File: src/rtl/rot_pkg.sv
package rot_pkg;
    localparam int XLEN  = 64;
    localparam int HALF  = XLEN / 2;
    localparam int SHW   = $clog2(XLEN);
    localparam int IW    = 32;
    localparam int REGW  = 5;

    localparam logic [5:0]      FN_W_IMM   = 6'b000010;
    localparam logic [5:0]      FN_W_VAR   = 6'b000110;
    localparam logic [5:0]      FN_D_IMM   = 6'b111010;
    localparam logic [5:0]      FN_D_HI    = 6'b111110;
    localparam logic [5:0]      FN_D_VAR   = 6'b010110;
    localparam logic [REGW-1:0] ROT_MARK   = 5'b00001;

    typedef enum logic [2:0] {
        RF_NONE,
        RF_W_IMM,
        RF_W_VAR,
        RF_D_IMM,
        RF_D_HI,
        RF_D_VAR
    } rot_form_e;

    typedef struct packed {
        logic            valid;
        logic            wr_en;
        logic            illegal;
        logic [REGW-1:0] rd_idx;
        logic [XLEN-1:0] data;
    } rot_out_t;
endpackage

File: src/rtl/rot_decode.sv
module rot_decode
    import rot_pkg::*;
(
    input  logic [IW-1:0]   instr,
    input  logic [XLEN-1:0] rs_val,
    output rot_form_e       form,
    output logic            is_word,
    output logic [SHW-1:0]  amount
);
    logic [5:0]      op_f;
    logic [REGW-1:0] src_f;
    logic [REGW-1:0] sa_f;
    logic [5:0]      fn_f;

    assign op_f  = instr[31:26];
    assign src_f = instr[25:21];
    assign sa_f  = instr[10:6];
    assign fn_f  = instr[5:0];

    always_comb begin
        form = RF_NONE;
        if (op_f == 6'b0) begin
            case (fn_f)
                FN_W_IMM: if (src_f == ROT_MARK) form = RF_W_IMM;
                FN_W_VAR: if (sa_f  == ROT_MARK) form = RF_W_VAR;
                FN_D_IMM: if (src_f == ROT_MARK) form = RF_D_IMM;
                FN_D_HI:  if (src_f == ROT_MARK) form = RF_D_HI;
                FN_D_VAR: if (sa_f  == ROT_MARK) form = RF_D_VAR;
                default:  form = RF_NONE;
            endcase
        end
    end

    always_comb begin
        amount  = '0;
        is_word = 1'b0;
        case (form)
            RF_W_IMM: begin amount = {1'b0, sa_f};              is_word = 1'b1; end
            RF_W_VAR: begin amount = {1'b0, rs_val[SHW-2:0]};   is_word = 1'b1; end
            RF_D_IMM: amount = {1'b0, sa_f};
            RF_D_HI:  amount = {1'b1, sa_f};
            RF_D_VAR: amount = rs_val[SHW-1:0];
            default:  amount = '0;
        endcase
    end
endmodule

File: src/rtl/rot_barrel.sv
module rot_barrel #(
    parameter int W = 64,
    localparam int LG = $clog2(W)
) (
    input  logic [W-1:0]  din,
    input  logic [LG-1:0] amt,
    output logic [W-1:0]  dout
);
    logic [W-1:0] stage [0:LG];

    assign stage[0] = din;

    for (genvar k = 0; k < LG; k++) begin : g_stage
        localparam int STEP = 1 << k;
        assign stage[k+1] = amt[k]
            ? {stage[k][STEP-1:0], stage[k][W-1:STEP]}
            : stage[k];
    end

    assign dout = stage[LG];
endmodule

File: src/rtl/rot_unit.sv
module rot_unit
    import rot_pkg::*;
(
    input  logic            clk,
    input  logic            rst_n,
    input  logic            in_valid,
    input  logic [IW-1:0]   instr,
    input  logic [XLEN-1:0] rs_val,
    input  logic [XLEN-1:0] rt_val,
    output logic            out_valid,
    output logic            wr_en,
    output logic            illegal,
    output logic [REGW-1:0] rd_idx,
    output logic [XLEN-1:0] rd_data
);
    rot_form_e      form;
    logic           is_word;
    logic [SHW-1:0] amount;
    logic [HALF-1:0] word_rot;
    logic [XLEN-1:0] dbl_rot;
    rot_out_t       st_d;
    rot_out_t       st_q;

    rot_decode i_dec (
        .instr   (instr),
        .rs_val  (rs_val),
        .form    (form),
        .is_word (is_word),
        .amount  (amount)
    );

    rot_barrel #(.W(HALF)) i_rot_w (
        .din  (rt_val[HALF-1:0]),
        .amt  (amount[SHW-2:0]),
        .dout (word_rot)
    );

    rot_barrel #(.W(XLEN)) i_rot_d (
        .din  (rt_val),
        .amt  (amount),
        .dout (dbl_rot)
    );

    always_comb begin
        st_d         = st_q;
        st_d.valid   = 1'b0;
        st_d.wr_en   = 1'b0;
        st_d.illegal = 1'b0;
        if (in_valid) begin
            st_d.valid  = 1'b1;
            st_d.rd_idx = instr[15:11];
            if (form == RF_NONE) begin
                st_d.illegal = 1'b1;
                st_d.data    = '0;
            end else begin
                st_d.wr_en = 1'b1;
                st_d.data  = is_word ? {{HALF{word_rot[HALF-1]}}, word_rot}
                                     : dbl_rot;
            end
        end
    end

    always_ff @(posedge clk or negedge rst_n) begin
        if (!rst_n) st_q <= '0;
        else        st_q <= st_d;
    end

    assign out_valid = st_q.valid;
    assign wr_en     = st_q.wr_en;
    assign illegal   = st_q.illegal;
    assign rd_idx    = st_q.rd_idx;
    assign rd_data   = st_q.data;
endmodule

File: config.mk
export PLATFORM = sky130hd
export DESIGN_NAME = rot_unit
export DESIGN_NICKNAME = d
export VERILOG_FILES = /design/src/rtl/rot_pkg.sv /design/src/rtl/rot_decode.sv /design/src/rtl/rot_barrel.sv /design/src/rtl/rot_unit.sv
export SDC_FILE = /design/constraint.sdc
export NUM_CORES = 1
export LEC_CHECK = 0
export ABC_AREA = 1
export BUFFER_PORTS_ARGS = -buffer_cell sky130_fd_sc_hd__buf_4
export CORE_MARGIN = 8
export CORE_UTILIZATION = 34
export DETAILED_ROUTE_END_ITERATION = 8
export GPL_TIMING_DRIVEN = 0
export HOLD_SLACK_MARGIN = 0.15
export SETUP_SLACK_MARGIN = 0.5
export SLEW_MARGIN = 30
export SYNTH_ARGS = -nofsm -noshare
export SYNTH_HDL_FRONTEND = slang
export SYNTH_SLANG_ARGS = --single-unit
File: constraint.sdc
create_clock -name clk -period 1.6 [get_ports clk]
set_input_delay 0.16 -clock clk [delete_from_list [all_inputs] [get_ports clk]]
set_output_delay 0.16 -clock clk [all_outputs]
set_load 0.03 [all_outputs]
==> flow_metrics.tcl <==
set metrics [dict create \
    dieArea_um2 31600 \
    routed_wl_mm 57.4 \
    ys_top_cells_by_count "nand2_1 (725), nand3_1 (580), dfrtp_1 (72)" \
    r2r_start "rd_data[17]$_DFFE_PN0P_" \
    grt_pass1_wl_mm 79.0 \
    period_needed_ps 2680 \
    startpoint "instr[1]" \
    worstRegToRegCells 2 \
    cts.clk_slew.worst_paths_ps 70 \
    via_count 13710 \
    cp.required_ps 1870 \
    cp-start-kind "primary input" \
    cp_max_fo 10 \
    setup_viol 64 \
    worst-setup-path-type "in2reg" \
    antenna_left 0 \
    ir_drop_v 0.000533 \
    failed_checks "negative setup slack" \
    antenna_cells 0 \
    start_util_pct 34.4 \
    rsz0062_at_grt "true" \
    worst_slack_ps -1080 \
    hold_depth 4 \
    synthMostInstantiatedCell "nand2_1" \
    hp-start "in_valid" \
    powerDensity_nw_per_um2 349 \
    leakagePower_nw 7.85 \
    cp.arrival_ps 2960 \
    grt_pass1_vias 12768 \
    synth_edf_count 0 \
    netlist_instances 1663 \
    tightestPinTransition_ps 818 \
    grt_max_degree 73 \
    h-tree-depth 3 \
    clockRootBuffer "clkbuf_16" \
    hp-class "in2reg" \
    grt_overflow 0 \
    first_iter_violations 1639 \
    clk-insertion-delay-late_ps 340 \
    synth_ff_type "dfrtp_1" \
    synth-warning-count 0 \
    fin_nets 2075 \
    fin_worst_skew_ps 0 \
    clk_path_buf_depth 2 \
    ys_async_sr_fraction_pct 100 \
    cap_violations 0 \
    r2r_end "rd_data[17]$_DFFE_PN0P_" \
    dieHeight_um 178 \
    relSlewSlack_pct 45.5 \
    whs_endpoint "rd_idx[1]$_DFFE_PN0P_" \
    rows 59 \
    die_w_um 178 \
    drc 0 \
    synth.avg_cell_area_um2 5.36 \
    synth_seq_area_share_pct 20.2 \
    grt_usage_pct 33.3 \
    r2r_setup_slack_ps 920 \
    dpl.hpwl_mm 44.2 \
    synth_area_leaders "nand3_1 (33%), nand2_1 (31%), dfrtp_1 (20%)" \
    slew_violations 0 \
    end_kind "flip-flop" \
    portBuffers 171 \
    place_congestion 1.05 \
    syn_nets 1826 \
    outcome "complete, but fails checks" \
    cts_sinks 72 \
    fin_tns_setup_ps -64590 \
    total_power_mw 5.55 \
    pin_count 235 \
    first_pass_iters 5 \
    viasPerCell 6.09 \
    antenna_found_initial 0 \
    cts_buffers 9 \
    wl_per_cell_um 25.5 \
    synth_largest_area_cell "nand3_1" \
    yosys.area.top_type_share_pct 32.6 \
    fp.coreArea_um2 25900 \
    synth.distinct_cells 30 \
    ys_ff_latch 72 \
    drive_above_1_share_pct 52.9 \
    finalHoldViolCount 0 \
    clock.fmax_mhz 373 \
    period_share_pct 168 \
    cts_tree "done" \
    area_growth_pct 78.6 \
    syn_area_um2 8910 \
]
## placed cells by master, fill, tap and decap left out, drive strengths merged, types with 7 or more instances in the layout
cell         netlist  routed
buf               54     283
clkbuf            48      58
dfrtp             72      72
dlygate4sd3        0       7
inv               65      68
nand2            738     740
nand3            582     582
nand4             12      12
nor2              21      21
o21ai             58      58
## worst max path at each step
| stage | to | slack, ps | cells past startpoint |
|---|---|---|---|
| global placement | rd_data[21]$_DFFE_PN0P_ | -1870 | 20 |
| global route | rd_data[5]$_DFFE_PN0P_ | -1250 | 21 |
| floorplan | rd_data[32]$_DFFE_PN0P_ | -780 | 23 |
| CTS | rd_data[20]$_DFFE_PN0P_ | -1030 | 26 |
| finish | rd_data[29]$_DFFE_PN0P_ | -1080 | 20 |
| detailed placement | rd_data[21]$_DFFE_PN0P_ | -1910 | 20 |
## metrics by stage
step                      utilization [%]  cell area (um^2)  hold slack, ps  std cells  setup WS [ps]
after floorplan                         -              8980            -136       1663           -782
after global placement               41.2             10700             278       2169          -1870
after detailed placement             41.3             10700             280       2170          -1910
after CTS                            49.2             12700           -23.1       2221          -1030
after global routing                 61.4             15900             371       2252          -1250
final                                61.4             15900             324       2252          -1080
## power breakdown
group	switching, mW	total [mW]	internal, mW
clock	0.845	2.10	1.26
sequential	0.00717	1.84	1.83
combinational	1.02	1.61	0.585
## layout make-up
type,count,area (um^2)
Multi-Input combinational cell,1423,10000
Fill cell,2346,10000
Timing Repair Buffer,236,2070
Sequential cell,72,1800
Buffer,102,981
Tap cell,335,419
Inverter,68,288
Clock buffer,10,239
Clock inverter,6,67.6
## repair_timing
| action | 4_1_cts | 5_1_grt |
|---|---|---|
| pin swaps | 58 | 171 |
| hold buffers | 6 | 1 |
| endpoints found under the hold margin | 78 | 72 |
| gates resized for setup | 356 | 659 |
| gates cloned | 3 | 8 |
| buffers inserted | 26 | 22 |
| setup endpoints to repair | 66 | 71 |
## logic make-up (layout without fill, tap and decap cells)
logic type	count (synthesis)	in the layout	synth area share (%)
buffers and inverters	170	422	8.44
AND/OR/NAND/NOR	1357	1359	66.5
AO/OA/AOI/OAI	64	64	4.85
flip-flops	72	72	20.2
## state kept, by name, indices dropped and copies added (netlist names)
signal / count
wr_en: 1
out_valid: 1
rd_data: 64
illegal: 1
rd_idx: 5
## metal layers
layer | GRT usage (%) | routed length [um] | part of all wire (%)
met4 | 12.5 | 3130 | 5.5
met5 | 0 | 0 | 0
met2 | 54.5 | 26300 | 46
met1 | 43.1 | 22400 | 39
met3 | 5.68 | 5490 | 9.6
## worst max-delay path, stage by stage
cell and delay (ps):
buf_4 120, inv_4 40, nor2_4 150, nand3_4 110, a21oi_4 240, buf_6 130
nand4_1 150, nand2_2 190, nand2_1 130, nand2_4 140, buf_12 160, buf_8 180
nand3_1 200, nand3_1 170, nand3_2 150, nand3_2 130, nand2_1 60, nand2_1 120
nand2_1 90, o21ai_1 120
No activity file was read; power rests on OpenSTA's default activity.
